<file path="src/rtl/gcm_pkg.sv">
package gcm_pkg;
  localparam int ADDR_W  = 4;
  localparam int DUR_W   = 16;
  localparam int SEL_FW  = 7;
  localparam int MAX_SRC = 1 << SEL_FW;
  localparam logic [ADDR_W-1:0] CTRL_OFS = 4'h4;
  localparam logic [ADDR_W-1:0] RES_OFS  = 4'hC;

  // packed so that sel lands on bits 26:20, run 19, ien 18, cont 17, en 16
  typedef struct packed {
    logic [SEL_FW-1:0] sel;
    logic              run;
    logic              ien;
    logic              cont;
    logic              en;
    logic [DUR_W-1:0]  dur;
  } ctrl_t;

  function automatic logic [31:0] ctrl_word(input ctrl_t c, input logic busy);
    return {busy, 4'b0000, c};
  endfunction

  function automatic ctrl_t ctrl_from_word(input logic [31:0] w);
    return ctrl_t'(w[26:0]);
  endfunction
endpackage

</file>
<file path="src/rtl/gcm_src_sync.sv">
module gcm_src_sync
  import gcm_pkg::*;
#(
  parameter int NUM_SRC = 128
) (
  input  logic                clk,
  input  logic                rst_n,
  input  logic [NUM_SRC-1:0]  src,
  input  logic [SEL_FW-1:0]   sel,
  output logic                rise_o
);
  logic [MAX_SRC-1:0] padded;
  logic mux_o, s1, s2, s3;

  always_comb begin
    padded = '0;
    padded[NUM_SRC-1:0] = src;
  end
  assign mux_o = padded[sel];

  always_ff @(posedge clk or negedge rst_n) begin
    if (!rst_n) begin
      s1 <= 1'b0;
      s2 <= 1'b0;
      s3 <= 1'b0;
    end else begin
      s1 <= mux_o;
      s2 <= s1;
      s3 <= s2;
    end
  end

  assign rise_o = s2 & ~s3;
endmodule

</file>
<file path="src/rtl/gcm_gate_timer.sv">
module gcm_gate_timer #(
  parameter int DUR_W = 16
) (
  input  logic             clk,
  input  logic             rst_n,
  input  logic             start,
  input  logic             abort,
  input  logic             cont,
  input  logic [DUR_W-1:0] dur,
  input  logic             tick,
  output logic             busy_o,
  output logic             end_o
);
  logic [DUR_W-1:0] remain;

  always_ff @(posedge clk or negedge rst_n) begin
    if (!rst_n) begin
      busy_o <= 1'b0;
      remain <= '0;
    end else if (abort) begin
      busy_o <= 1'b0;
    end else if (start) begin
      busy_o <= 1'b1;
      remain <= dur;
    end else if (busy_o && tick) begin
      if (remain == '0) begin
        remain <= dur;
        busy_o <= cont;
      end else begin
        remain <= remain - 1'b1;
      end
    end
  end

  assign end_o = busy_o & tick & (remain == '0) & ~abort;

  AST_REMAIN_HOLD: assert property (@(posedge clk) disable iff (!rst_n)
    (busy_o && $past(busy_o) && !$past(tick) && !$past(start) && !$past(abort))
      |-> $stable(remain));
endmodule

</file>
<file path="src/rtl/gcm_sat_counter.sv">
module gcm_sat_counter #(
  parameter int W = 16
) (
  input  logic         clk,
  input  logic         rst_n,
  input  logic         clr,
  input  logic         inc,
  output logic [W-1:0] cnt_o,
  output logic [W-1:0] cnt_inc_o
);
  function automatic logic [W-1:0] sat_add(input logic [W-1:0] v, input logic up);
    if (up && (v != '1)) return v + 1'b1;
    return v;
  endfunction

  assign cnt_inc_o = sat_add(cnt_o, inc);

  always_ff @(posedge clk or negedge rst_n) begin
    if (!rst_n)   cnt_o <= '0;
    else if (clr) cnt_o <= '0;
    else          cnt_o <= cnt_inc_o;
  end

  AST_SAT_HOLD: assert property (@(posedge clk) disable iff (!rst_n)
    ($past(cnt_o) == '1 && !$past(clr)) |-> (cnt_o == '1));
endmodule

</file>
<file path="src/rtl/clk_rate_meter.sv">
module clk_rate_meter
  import gcm_pkg::*;
#(
  parameter int NUM_SRC = 128,
  parameter int CNT_W   = 16
) (
  input  logic               clk,
  input  logic               rst_n,
  input  logic               us_tick,
  input  logic [NUM_SRC-1:0] meas_clks,
  input  logic               reg_wr,
  input  logic [ADDR_W-1:0]  reg_addr,
  input  logic [31:0]        reg_wdata,
  output logic [31:0]        reg_rdata,
  output logic               irq
);
  ctrl_t ctrl_q, wr_c;
  logic wr_ctrl, en_nxt, run_nxt, cont_nxt;
  logic [DUR_W-1:0] dur_nxt;
  logic start_evt, abort_evt, end_evt, busy, src_rise;
  logic [CNT_W-1:0] cnt, cnt_inc, result_q;
  logic unused_wbits;

  assign unused_wbits = ^reg_wdata[31:27];
  assign wr_c     = ctrl_from_word(reg_wdata);
  assign wr_ctrl  = reg_wr && (reg_addr == CTRL_OFS);
  assign en_nxt   = wr_ctrl ? wr_c.en   : ctrl_q.en;
  assign run_nxt  = wr_ctrl ? wr_c.run  : ctrl_q.run;
  assign cont_nxt = wr_ctrl ? wr_c.cont : ctrl_q.cont;
  assign dur_nxt  = wr_ctrl ? wr_c.dur  : ctrl_q.dur;

  assign start_evt = en_nxt & run_nxt & ~busy;
  assign abort_evt = ~en_nxt;

  gcm_src_sync #(.NUM_SRC(NUM_SRC)) u_sync (
    .clk(clk), .rst_n(rst_n), .src(meas_clks), .sel(ctrl_q.sel), .rise_o(src_rise)
  );

  gcm_gate_timer #(.DUR_W(DUR_W)) u_timer (
    .clk(clk), .rst_n(rst_n), .start(start_evt), .abort(abort_evt),
    .cont(cont_nxt), .dur(dur_nxt), .tick(us_tick), .busy_o(busy), .end_o(end_evt)
  );

  gcm_sat_counter #(.W(CNT_W)) u_cnt (
    .clk(clk), .rst_n(rst_n), .clr(start_evt | end_evt), .inc(src_rise & busy),
    .cnt_o(cnt), .cnt_inc_o(cnt_inc)
  );

  always_ff @(posedge clk or negedge rst_n) begin
    if (!rst_n) begin
      ctrl_q   <= '0;
      result_q <= '0;
      irq      <= 1'b0;
    end else begin
      if (wr_ctrl)   ctrl_q     <= wr_c;
      if (start_evt) ctrl_q.run <= 1'b0;
      if (end_evt)   result_q   <= cnt_inc;
      irq <= end_evt & ctrl_q.ien;
    end
  end

  always_comb begin
    case (reg_addr)
      CTRL_OFS: reg_rdata = ctrl_word(ctrl_q, busy);
      RES_OFS:  reg_rdata = 32'(result_q);
      default:  reg_rdata = '0;
    endcase
  end

  AST_ABORT_IDLE: assert property (@(posedge clk) disable iff (!rst_n)
    !ctrl_q.en |-> !busy);
  AST_RUN_CLEARED: assert property (@(posedge clk) disable iff (!rst_n)
    $rose(busy) |-> !ctrl_q.run);
  AST_RESULT_HOLD: assert property (@(posedge clk) disable iff (!rst_n)
    !$past(end_evt) |-> $stable(result_q));
  AST_IRQ_AFTER_BUSY: assert property (@(posedge clk) disable iff (!rst_n)
    irq |-> $past(busy));
endmodule

</file>
<file path="config.mk">
export PLATFORM = sky130hd
export DESIGN_NAME = clk_rate_meter
export DESIGN_NICKNAME = d
export VERILOG_FILES = /design/src/rtl/gcm_pkg.sv /design/src/rtl/gcm_src_sync.sv /design/src/rtl/gcm_gate_timer.sv /design/src/rtl/gcm_sat_counter.sv /design/src/rtl/clk_rate_meter.sv
export SDC_FILE = /design/constraint.sdc
export NUM_CORES = 1
export LEC_CHECK = 0
export ABC_CLOCK_PERIOD_IN_PS = 5000
export BUFFER_PORTS_ARGS = -buffer_cell sky130_fd_sc_hd__clkbuf_2
export CORE_MARGIN = 5
export CORE_UTILIZATION = 54
export DETAILED_ROUTE_END_ITERATION = 10
export PLACE_DENSITY_LB_ADDON = 0.2
export SYNTH_ARGS = -nofsm -noshare
export SYNTH_HDL_FRONTEND = slang
export SYNTH_SLANG_ARGS = --single-unit
export TNS_END_PERCENT = 10
</file>
<file path="constraint.sdc">
create_clock -name clk -period 5 [get_ports clk]
set_input_delay 0.25 -clock clk [delete_from_list [all_inputs] [get_ports clk]]
set_output_delay 0.25 -clock clk [all_outputs]
set_load 0.1 [all_outputs]
</file>
; ---- Word level (Yosys, flattened, before mapping)
; Cells that the tools add are included.
[totals]
ff_bits = 80
input_bits = 168
out_inout_bits = 33
elab_cells = 61
[op_classes]
n_addsub = 2
n_lt_le_gt_ge = 1
n_eq_ne = 5
muxes = 20
n_bitwise = 11
reduce_logical = 8
[ops]
columns = op, count
row1 = 16-bit two-way mux, 7
row2 = 32-bit one-hot mux with 2 select lines, 1
row3 = 20-bit two-way mux, 1
row4 = 16-bit by 1-bit adder with 16-bit output (second input constant), 1
row5 = 16-bit zero test, 1
row6 = 16-bit != test (second input constant), 1
row7 = 16-bit by 1-bit subtractor with 16-bit output (second input constant), 1
row8 = 1-bit two-way mux, 10
row9 = 1-bit bitwise AND, 8
row10 = 7-bit by 8-bit less-than comparator with 1-bit output (second input constant), 1
row11 = 1-bit binary-select mux with 7-bit select, 1
row12 = 3-bit by 1-bit != test with 1-bit output (second input constant), 2
row13 = 4-bit by 3-bit equality test with 1-bit output (second input constant), 1
row14 = 4-bit equality test (second input constant), 1
row15 = 2-bit AND reduction, 2
row16 = 2-bit nonzero test, 2
row17 = 1-bit logical AND, 3
row18 = 1-bit NOT, 2
row19 = 1-bit bitwise OR, 1

; ---- Depth between registers and ports, before layout
[logic_depth]
ltp_word = 7
depth_mapped = 10
mapped_depth_nobuf = 8

; ---- Hierarchy
; A second synthesis with hierarchy kept.
[hier_totals]
hier_cells = 474
area_unflattened_um2 = 5460.2
[by_module_without_submodules]
columns = module, n_inst, cells_per_inst, area_per_inst_um2, seq_area_each_um2
row1 = clk_rate_meter, 1, 144, 2010.7, 1101.1
row2 = gcm_gate_timer, 1, 134, 1218.7, 425.4
row3 = gcm_src_sync, 1, 90, 1194.9, 75.1
row4 = gcm_sat_counter, 1, 106, 1036.0, 400.4

; ---- Least setup slack after synthesis
; OpenSTA, ideal clock, no wires.
[synth_path]
kind = register to register
from = reg ctrl_q[22] (netlist name)
to = reg u_sync.s1
setup_ns = 0.138
arrival_ns = 2.369
required_time_ns = 4.862
path_slack_ns = 2.493
stages_incl_launch_ff = 8
path_buffers = 2
period_less_slack_ns = 2.507
cell_sequence = dfrtp_1 > clkbuf_1 > buf_1 > mux4_2 > mux4_2 > o211ai_1 > a21oi_1 > or4_1
[synth_between]
elab_chain_len = 2
[synth_rtl]
columns = item, line_no
row1 = from (decl), clk_rate_meter.sv:17  ; ctrl_t ctrl_q, wr_c;
row2 = from (signal assigned), clk_rate_meter.sv:55  ; if (wr_ctrl) ctrl_q <= wr_c;
row3 = 1-bit binary-select mux with 7-bit select, gcm_src_sync.sv:19  ; assign mux_o = padded[sel];
row4 = 1-bit two-way mux (implied by the code), gcm_src_sync.sv:19
row5 = named net u_sync.mux_o, gcm_src_sync.sv:13  ; logic mux_o, s1, s2, s3;
row6 = to (signal assigned), gcm_src_sync.sv:27  ; s1 <= mux_o;
row7 = to (decl), gcm_src_sync.sv:13
; The timed path passes the listed nets, and every way through them passes these cells. The select of a mux whose other input is x is not followed.
; A chain may end at the register's enable or synchronous reset.

; ---- Worst setup path in the final report
[layout_path]
from = reg ctrl_q[20] (netlist name)
to = reg u_sync.s1
; Same word-level chain as after synthesis.

==> load_flow_metrics.sql <==
INSERT INTO impl_metrics (metric_group, metric, value, unit) VALUES
('cells_and_area', 'most_used_cells_in_the_layout_excluding_fill_and_tap_cells', '190 x sky130_fd_sc_hd__clkbuf_2, 79 x sky130_fd_sc_hd__dfrtp_1, 42 x sky130_fd_sc_hd__nand2_1', ''),
('global_routing', 'grt_max_degree', '81', ''),
('pwr', 'pwr_density_cell', '350.4', 'nW/um2'),
('clock_network', 'cts_tree', 'done', ''),
('global_routing', 'number_of_antenna_violations_at_the_first_check_in_global_routing', '0', ''),
('synth', 'synthTopCellsByArea', 'sky130_fd_sc_hd__dfrtp_1 39%, sky130_fd_sc_hd__mux4_2 14%, sky130_fd_sc_hd__mux2_2 6.3%', ''),
('clock_network', 'numClockSinks', '80', ''),
('sta', 'slew_viol_final', '0', ''),
('cells_and_area', 'post_route_cells_drive_above_1_share', '45.57', '%'),
('cells_and_area', 'n_fill_cell', '732', ''),
('worst_setup_path', 'cp_slowest_cell', 'sky130_fd_sc_hd__dfrtp_2', ''),
('synth', 'average_size_of_a_mapped_cell', '10.87', 'um2'),
('cells_and_area', 'multiInputGateArea', '2938', 'um2'),
('synth', 'synth.ff_latch_count', '80', ''),
('sta', 'final-hold-violation-count', '0', ''),
('clock_network', 'post_cts_hold_buffer_count', '0', ''),
('sta', 'timing.clock.skew', '0.01257', 'ns'),
('floorplan', 'initial_utilization', '55.62', '%'),
('sta', 'worstMarginPinSlew', '0.9963', 'ns'),
('worst_setup_path', 'critical_path.startpoint_type', 'flop', ''),
('worst_setup_path', 'critical_path.endpoint_type', 'flop', ''),
('worst_setup_path', 'critPathArrivalTime', '3.26', 'ns'),
('clock_network', 'htreeDepth', '3', ''),
('clock_network', 'clk_transition_reported_paths', '0.08', 'ns'),
('placement', 'gp_routability_congestion', '0.8811', ''),
('synth', 'seq_area_frac_synth', '38.77', '%'),
('synth', 'synth_top_area_share', '38.77', '%'),
('min_path', 'min_path_type', 'in2async', ''),
('synth', 'postSynth.topFlopCell', 'sky130_fd_sc_hd__dfrtp_1', ''),
('clock_network', 'cts_buffers', '9', ''),
('global_routing', 'globalRouteOverflowTotal', '0', ''),
('flow_run', 'maxCapViolations', '0', ''),
('detailed_routing', 'vias', '4586', ''),
('sta', 'slew_headroom', '33.58', '%'),
('cells_and_area', 'diodes', '0', ''),
('cells_and_area', 'layout-area-overhead-vs-synth', '22.46', '%'),
('synth', 'synth.cell_area', '5164', 'um2'),
('sta', 'totalNegativeSetupSlack', '0', 'ns'),
('cells_and_area', 'final_common_cell', 'sky130_fd_sc_hd__clkbuf_2', ''),
('global_routing', 'globalRouteTotalUtil', '26.04', '%'),
('synth', 'synthCells', '475', ''),
('synth', 'synth_cell_types', '60', ''),
('pwr', 'fin_total_pwr', '2216', 'uW'),
('global_routing', 'vias_in_the_first_global_route', '4708', ''),
('clock_network', 'root_buffer', 'sky130_fd_sc_hd__clkbuf_8', ''),
('floorplan', 'die-area', '11620', 'um2'),
('worst_setup_path', 'crit_chain', 'mux4_2 > nor2b_1 > a2111oi_0 > a311oi_1 > nor4bb_1 > or4_1', ''),
('worst_setup_path', 'critPathBufInv', '0', ''),
('sta', 'timing.final.crit_period', '3.032', 'ns'),
('sta', 'timing.fmax', '329.8', 'MHz'),
('pwr', 'power_leakage', '0.003000', 'uW'),
('cells_and_area', 'layout.area.seq', '2003', 'um2'),
('clock_network', 'cts_repair_resize_count', '0', ''),
('clock_network', 'clkLatencyLatePin', '0.35', 'ns'),
('sta', 'timing.final.crit_share', '60.64', '%'),
('floorplan', 'die_y', '107.8', 'um'),
('detailed_routing', 'routedWlPerCell', '18.93', 'um'),
('detailed_routing', 'drcViolationCount', '0', ''),
('worst_setup_path', 'cpLargestDelayFamily', 'flip-flops', ''),
('status', 'status', 'completed', ''),
('sta', 'setup_viol_count_final', '0', ''),
('detailed_routing', 'dr.first_iter.drc_count', '272', ''),
('sta', 'setup_repair_after_global_routing_missed_its_margin', 'false', ''),
('floorplan', 'rows', '35', ''),
('synth', 'area_leader_netlist', 'sky130_fd_sc_hd__dfrtp_1', ''),
('detailed_routing', 'antenna_violating_nets_post_route', '0', ''),
('placement', 'instance_area_at_placement', '6128', 'um2'),
('cells_and_area', 'finish.net_count', '820', ''),
('synth', 'total_number_of_yosys_warnings', '0', ''),
('worst_setup_path', 'cp.required', '5.22', 'ns'),
('pwr', 'irDropWorstVdd', '0.0002953', 'V');
==> area by class of cell <==
class	instances	area share, %
Inverter	8	0.4749
Timing Repair Buffer	196	15.75
Sequential cell	80	31.68
Tap cell	129	2.552
Clock buffer	9	1.959
Multi-Input combinational cell	354	46.46
Clock inverter	7	1.128
==> per-stage QoR <==
stage / cells / setup WS (ns) / util, %
floorplan: 478 / 2.493 / -
finish: 783 / 1.968 / 68.11
CTS: 783 / 1.931 / 68.11
detailed placement: 767 / 1.940 / 66.01
global route: 783 / 1.724 / 68.11
global placement: 767 / 1.990 / 66.01
==> sequential cells by signal (all words and copies together), names as in the netlist <==
register,flops
ctrl_q,27
u_sync.s1,1
u_sync.s3,1
result_q,16
u_timer.remain,16
u_sync.s2,1
u_cnt.cnt_o,16
irq,1
u_timer.busy_o,1
==> power breakdown <==
part | total (uW) | switching [uW] | internal (uW)
registers | 975 | 193 | 782
logic | 771 | 385 | 385
clock network | 470 | 240 | 230
==> layer usage <==
| metal | vias up | GRT usage, % | wire length, um |
|---|---|---|---|
| met5 | - | 0 | 0 |
| met4 | 0 | 6.492 | 172 |
| met3 | 25 | 6.479 | 1009 |
| met2 | 159 | 41.79 | 7385 |
| met1 | 2258 | 35.55 | 6256 |
| li1 | 2144 | - | - |
==> synthesized netlist by cell type, drive strengths merged (3+ instances only) <==
library cell	n
xnor2	3
o21ai	42
a22oi	4
or4	4
dfrtp	80
inv	8
nand2	45
and2	15
nand3b	4
and3	3
a211oi	4
nor3	10
nor2b	4
nand4	4
nor2	31
mux2	29
a22o	21
xor2	8
nor4b	3
mux2i	13
and4	3
mux4	33
ha	3
nand3	17
a21oi	12
a31oi	3
clkbuf	15
buf	21
==> kinds of logic (layout without fill, tap and decap cells) <==
group | count (synthesis) | in the layout | synth area share (%)
xor+xnor | 11 | 11 | 1.866
mux | 75 | 75 | 23.24
flops | 80 | 80 | 38.77
other cells | 1 | 4 | 0.07262
simple gates | 157 | 157 | 16.21
compound gates | 104 | 104 | 14.27
buf+inv | 44 | 220 | 4.846
fa+ha+maj | 3 | 3 | 0.7270
==> worst paths after layout <==
kind	from	endpoint	slack [ns]	cells after the start
setup reg to reg	ctrl_q[20]	u_sync.s1	1.97	6
hold reg to reg	u_sync.s1	u_sync.s2	0.35	0
hold / removal	rst_n	ctrl_q[10]	0.05	1
min in group clk	reg_wdata[26]	ctrl_q[26]	0.13	2
setup / recovery	ctrl_q[20]	u_sync.s1	1.97	6
max in group asynchronous	rst_n	ctrl_q[20]	4.29	1
Power figures use the tool's default switching activity.
